==> src/rtl/dslope_pkg.sv <==
package dslope_pkg;

    typedef enum logic [1:0] {
        PH_IZ    = 2'b00,
        PH_AZ    = 2'b01,
        PH_INT   = 2'b10,
        PH_DEINT = 2'b11
    } phase_e;

    function automatic phase_e phase_succ(phase_e p);
        phase_e n;
        unique case (p)
            PH_AZ:    n = PH_INT;
            PH_INT:   n = PH_DEINT;
            PH_DEINT: n = PH_IZ;
            PH_IZ:    n = PH_AZ;
        endcase
        return n;
    endfunction

endpackage

==> src/rtl/dslope_cmp_sync.sv <==
module dslope_cmp_sync #(
    parameter int STAGES = 2
) (
    input  logic clk,
    input  logic rst,
    input  logic cmp_in,
    output logic level,
    output logic fall
);
    logic [STAGES:0] chain;

    always_ff @(posedge clk) begin
        if (rst) chain <= '0;
        else     chain <= {chain[STAGES-1:0], cmp_in};
    end

    assign level = chain[STAGES-1];
    assign fall  = chain[STAGES] & ~chain[STAGES-1];

    // a single edge yields a single-cycle pulse
    assert_fall_single_R4: assert property (@(posedge clk) disable iff (rst)
        fall |=> !fall);

endmodule

==> src/rtl/dslope_phase_timer.sv <==
module dslope_phase_timer #(
    parameter int LOAD_W = 8,
    parameter int TICK_W = 8
) (
    input  logic              clk,
    input  logic              rst,
    input  logic              reload,
    input  logic [LOAD_W:0]   units,
    output logic              expired
);
    localparam int REM_W = LOAD_W + TICK_W;

    logic [REM_W-1:0] rem;
    logic [REM_W:0]   full;
    logic [REM_W:0]   full_m1;

    assign full    = {units, {TICK_W{1'b0}}};
    assign full_m1 = full - {{REM_W{1'b0}}, 1'b1};
    assign expired = (rem == '0);

    always_ff @(posedge clk) begin
        if (rst)           rem <= {{LOAD_W{1'b0}}, {TICK_W{1'b1}}};
        else if (reload)   rem <= full_m1[REM_W-1:0];
        else if (!expired) rem <= rem - 1'b1;
    end

endmodule

==> src/rtl/dslope_deint_count.sv <==
module dslope_deint_count #(
    parameter int CNT_W = 16
) (
    input  logic             clk,
    input  logic             rst,
    input  logic             start,
    input  logic             in_deint,
    input  logic             fall,
    input  logic             pol_take,
    input  logic             level,
    output logic             done,
    output logic             result_valid,
    output logic             result_ovr,
    output logic             result_pol,
    output logic [CNT_W-1:0] result_cnt
);
    logic [CNT_W-1:0] cnt;
    logic             pol_hold;
    logic             at_max;

    assign at_max = &cnt;
    assign done   = in_deint && (fall || at_max);

    always_ff @(posedge clk) begin
        if (rst) begin
            cnt <= '0;
        end else if (start) begin
            cnt <= '0;
        end else if (in_deint && !done) begin
            cnt <= cnt + 1'b1;
        end
    end

    always_ff @(posedge clk) begin
        if (rst) begin
            pol_hold     <= 1'b0;
            result_valid <= 1'b0;
            result_ovr   <= 1'b0;
            result_pol   <= 1'b0;
            result_cnt   <= '0;
        end else begin
            if (pol_take) pol_hold <= level;
            result_valid <= done;
            if (done) begin
                result_cnt <= cnt;
                result_ovr <= !fall;
                result_pol <= pol_hold;
            end
        end
    end

    // strobe lasts exactly one cycle
    assert_valid_pulse_R8: assert property (@(posedge clk) disable iff (rst)
        result_valid |=> !result_valid);

    // an overrange result always reports a saturated count
    assert_ovr_saturated_R6: assert property (@(posedge clk) disable iff (rst)
        (result_valid && result_ovr) |-> (&result_cnt));

endmodule

==> src/rtl/dslope_phase_seq.sv <==
module dslope_phase_seq #(
    parameter int LOAD_W      = 8,
    parameter int TICK_W      = 8,
    parameter int CNT_W       = 16,
    parameter int SYNC_STAGES = 2
) (
    input  logic              clk,
    input  logic              rst,
    input  logic              load_wr,
    input  logic [LOAD_W-1:0] load_data,
    input  logic              cmp_in,
    output logic [1:0]        phase_ab,
    output logic              result_valid,
    output logic              result_ovr,
    output logic              result_pol,
    output logic [CNT_W-1:0]  result_cnt
);
    import dslope_pkg::*;

    phase_e            state, state_nx;
    logic [LOAD_W-1:0] load_reg, load_act;
    logic [LOAD_W:0]   units;
    logic              expired, reload;
    logic              cmp_level, cmp_fall;
    logic              deint_done;

    dslope_cmp_sync #(.STAGES(SYNC_STAGES)) u_sync (
        .clk(clk), .rst(rst), .cmp_in(cmp_in),
        .level(cmp_level), .fall(cmp_fall)
    );

    dslope_phase_timer #(.LOAD_W(LOAD_W), .TICK_W(TICK_W)) u_timer (
        .clk(clk), .rst(rst), .reload(reload), .units(units),
        .expired(expired)
    );

    dslope_deint_count #(.CNT_W(CNT_W)) u_count (
        .clk(clk), .rst(rst),
        .start(state == PH_INT && state_nx == PH_DEINT),
        .in_deint(state == PH_DEINT),
        .fall(cmp_fall),
        .pol_take(state == PH_INT && expired),
        .level(cmp_level),
        .done(deint_done),
        .result_valid(result_valid),
        .result_ovr(result_ovr),
        .result_pol(result_pol),
        .result_cnt(result_cnt)
    );

    // next-state logic
    always_comb begin
        state_nx = state;
        unique case (state)
            PH_AZ:    if (expired)    state_nx = PH_INT;
            PH_INT:   if (expired)    state_nx = PH_DEINT;
            PH_DEINT: if (deint_done) state_nx = PH_IZ;
            PH_IZ:    if (expired)    state_nx = PH_AZ;
        endcase
    end

    // timer length for the phase being entered
    always_comb begin
        reload = (state_nx != state);
        unique case (state_nx)
            PH_AZ:   units = {1'b0, load_reg} + 1'b1;
            PH_INT:  units = {1'b0, load_act} + 1'b1;
            default: units = {{LOAD_W{1'b0}}, 1'b1};
        endcase
    end

    // state register
    always_ff @(posedge clk) begin
        if (rst) state <= PH_AZ;
        else     state <= state_nx;
    end

    // load value registers
    always_ff @(posedge clk) begin
        if (rst) begin
            load_reg <= '0;
            load_act <= '0;
        end else begin
            if (load_wr) load_reg <= load_data;
            if (state_nx == PH_AZ && state != PH_AZ) load_act <= load_reg;
        end
    end

    // outputs
    always_comb begin
        phase_ab = state;
    end

    // the ring order is never broken
    assert_phase_order_R1: assert property (@(posedge clk) disable iff (rst)
        (state != $past(state)) |-> (state == phase_succ($past(state))));

    // a timed phase holds until its timer runs out
    assert_timed_hold_R2: assert property (@(posedge clk) disable iff (rst)
        (state != PH_DEINT && !expired) |=> (state == $past(state)));

    // the active load value only moves on entry to auto-zero
    assert_load_latch_R3: assert property (@(posedge clk) disable iff (rst)
        (state != PH_IZ) |=> $stable(load_act));

    // strobe appears only on the first integrator-zero cycle
    assert_valid_align_R8: assert property (@(posedge clk) disable iff (rst)
        result_valid |-> (state == PH_IZ && $past(state) == PH_DEINT));

endmodule

==> config.mk <==
export PLATFORM = sky130hd
export DESIGN_NAME = dslope_phase_seq
export DESIGN_NICKNAME = d
export VERILOG_FILES = /design/src/rtl/dslope_pkg.sv /design/src/rtl/dslope_cmp_sync.sv /design/src/rtl/dslope_phase_timer.sv /design/src/rtl/dslope_deint_count.sv /design/src/rtl/dslope_phase_seq.sv
export SDC_FILE = /design/constraint.sdc
export NUM_CORES = 1
export LEC_CHECK = 0
export ABC_AREA = 0
export BUFFER_PORTS_ARGS = -buffer_cell sky130_fd_sc_hd__buf_2
export CAP_MARGIN = 20
export CORE_MARGIN = 2
export CORE_UTILIZATION = 59
export CTS_CLUSTER_SIZE = 25
export DETAILED_ROUTE_END_ITERATION = 10
export GPL_TIMING_DRIVEN = 0
export PLACE_DENSITY_LB_ADDON = 0.12
export RECOVER_POWER = 50
export SETUP_SLACK_MARGIN = 0.1
export SKIP_CTS_REPAIR_TIMING = 1
export SLEW_MARGIN = 10
export SYNTH_ARGS = -nofsm -noshare
export SYNTH_HDL_FRONTEND = slang
export SYNTH_SLANG_ARGS = --single-unit
==> constraint.sdc <==
create_clock -name clk -period 4.1 [get_ports clk]
set_clock_uncertainty 0.15 [all_clocks]
set_input_delay 0.41 -clock clk [delete_from_list [all_inputs] [get_ports clk]]
set_output_delay 0.41 -clock clk [all_outputs]
set_load 0.005 [all_outputs]
==> results.py <==
metrics = {
    "drt": {
        "wl_per_cell_um": 14.38,
        "drc": 0,
        "vias_per_cell": 5.530,
        "firstDrtPassIters": 4,
        "vias": 3003,
        "initialDrtViolationCount": 150,
        "ant_nets": 0,
        "routed_wl_um": 7809,
    },
    "place": {
        "dp_slack_ns": 0.02473,
        "port_buffers": 30,
        "gp_congestion": 0.8159,
        "dp_hpwl_um": 5316,
    },
    "clock_network": {
        "cts_sinks": 73,
        "clk_latency_ns": 0.35,
        "root_buffer": "clkbuf_8",
        "cts_tree": "done",
        "clkTransAtPathRegs_ns": 0.08,
        "clock_path_buffers": 2,
        "cts_max_level": 3,
        "cts_buffers": 9,
    },
    "die": {
        "fp-row-count": 28,
        "io-pin-count": 33,
        "start_util": 0.6157,
        "die_h_um": 83.07,
        "die_width_um": 83.07,
        "die_area_mm2": 0.006901,
        "core-area_mm2": 0.005991,
    },
    "layout": {
        "finish.net_count": 483,
        "layout-drive-gt1-share": 0.2607,
        "area_growth_pct": 17.61,
        "reg.largest.list": "u_count.cnt: 16 flops, u_count.result_cnt: 16 flops, u_timer.rem: 16 flops",
        "antenna_cells": 0,
        "postLayoutCoreUtil": 0.7241,
    },
    "timing": {
        "fmax_ghz": 0.2588,
        "finalHoldViolCount": 0,
        "fin_crit_sh": 0.9425,
        "slew_violations": 0,
        "grt_setup_unrepaired": "false",
        "relSlewSlack": 0.6155,
        "fin_ws_ns": 0.2357,
        "timing.final.crit_period_ns": 3.864,
        "whs_ns": 0.1417,
        "setup_viol": 0,
        "worst_pin_slew_ns": 0.5767,
    },
    "yosys": {
        "synthCells": 406,
        "yosysWarnings": 0,
        "synth_nets": 426,
        "synth.cell_area_mm2": 0.003689,
        "synthTopCellsByArea": "dfxtp_1 40%, nand2_1 6.0%, mux2i_1 6.0%",
        "synthArstFlopShare": 0,
        "synth.distinct_cells": 59,
        "synth.most_common_cell": "dfxtp_1",
        "synth_common_cells": "73 x dfxtp_1, 59 x nand2_1, 52 x nor2_1, 23 x a21oi_1, 23 x xor2_1",
        "ys.flop_type": "dfxtp_1",
        "synth.largest_area_cell": "dfxtp_1",
        "avgSynthCellArea_um2": 9.085,
        "synth_seq_cells": 73,
        "synth_edf_count": 0,
        "synth-seq-area-share": 0.3962,
        "yosys.area.top_type_share": 0.3962,
    },
    "pwr": {
        "irDropWorstVdd_mv": 0.3181,
        "powerDensity_mw_per_mm2": 313.9,
        "p_leak_nw": 1.818,
    },
    "min_path": {
        "whs_path_depth": 2,
        "holdCritStartpoint": "cmp_in",
        "hold_path.class": "input port to flop",
        "holdPathEnd": "u_sync.chain[0]",
    },
    "setup_path": {
        "worstPathRequired_ns": 4.22,
        "crit_type": "flop to flop",
        "critPathCaptureType": "flop",
        "r2r-end": "u_timer.rem[15]",
        "ff2ff_setup_slack_ns": 0.24,
        "r2r_start": "u_count.cnt[0]",
        "reg2reg_depth": 17,
        "cp_max_fo": 10,
        "crit_arrival_ns": 3.98,
        "start_kind": "flop",
    },
    "global_route": {
        "grt-ovfl-total": 0,
        "grt_use_total": 0.2238,
        "grt_antenna_before_repair": 0,
        "grt_max_degree": 14,
        "grt_pass1_vias": 2816,
        "grt_pass1_wl_um": 12850,
    },
    "run": {
        "timing.max_cap.violations": 0,
    },
    "status": {
        "status": "finished, final reports clean",
    },
}
## cell families after synthesis
logic type | after synthesis | synth area share
xor gates and xnor gates | 31 | 0.07361
and+or+nand+nor | 186 | 0.2656
DFF | 73 | 0.3962
buffers and inverters | 27 | 0.04104
adders and majority gates | 8 | 0.02714
AOI/OAI and AO/OA | 50 | 0.1035
muxes | 31 | 0.09294
## per-stage QoR
step	instances	TNS (ns)	cell area (um^2)	power (mW)
after global routing	543	0	4338	1.412
after floorplan	406	0	3689	0.7946
after global placement	511	0	3933	0.8107
after CTS	527	-0.02219	4128	1.361
after detailed placement	511	0	3933	0.8132
final	543	0	4338	1.362
## area by class of cell
type / count / area, um^2
clock inverters: 7 / 71.32
fillers: 474 / 1653
repair buffers: 46 / 265.3
plain buffers: 18 / 112.6
well taps: 75 / 93.84
inverters: 9 / 33.78
clock buffers: 9 / 123.9
flip-flops and latches: 73 / 1469
multi-input cells: 306 / 2168
## how the worst max path moves through the flow
stage,start,to,slack [ns],cells after the start
finish,u_count.cnt[0],u_timer.rem[15],0.24,17
global route,u_count.cnt[0],u_timer.rem[15],0.04,17
CTS,u_count.cnt[0],u_timer.rem[15],-0.02,18
detailed placement,u_count.cnt[0],u_timer.rem[15],0.02,18
global placement,u_timer.rem[4],u_timer.rem[15],0.08,16
floorplan,u_count.cnt[0],u_timer.rem[15],0.49,18
## per-layer routing
layer | vias to the layer above | global-route usage | routed length, um
li1 | 1515 | - | -
met1 | 1420 | 0.2994 | 3762
met2 | 59 | 0.3504 | 3678
met3 | 9 | 0.04374 | 268
met4 | 0 | 0.09985 | 99
met5 | - | 0 | 0
## cells in the final DEF (no fill, tap or decap), types with 8 or more instances in the layout
master and count:
buf_2 29, buf_4 18, xor2_1 23, nand2_1 58, xnor2_1 8, nand4_1 9
a21oi_1 21, nand3_1 14, clkbuf_1 13, dfxtp_1 67, mux2i_1 20, nor2_1 51
clkbuf_8 9
## critical path: stages (launching register included)
cell and delay, ns:
dfxtp_2 0.37, ha_1 0.21, nand3_1 0.16, nor3_4 0.30, a21oi_4 0.11, mux2i_1 0.18, mux2i_2 0.12, inv_1 0.07
ha_1 0.16, buf_6 0.14, buf_8 0.13, mux2_2 0.37, ha_4 0.25, nand3b_1 0.16, nand4b_1 0.25, nor4_2 0.30
xor2_1 0.13, a211oi_2 0.24
## power by group
| part | total, mW | internal, mW | switching (mW) |
|---|---|---|---|
| sequential | 0.729 | 0.717 | 0.0123 |
| clock | 0.560 | 0.281 | 0.279 |
| combinational | 0.0723 | 0.0326 | 0.0397 |
| total | 1.36 | 1.03 | 0.331 |
No activity file was read; power rests on OpenSTA's default activity.
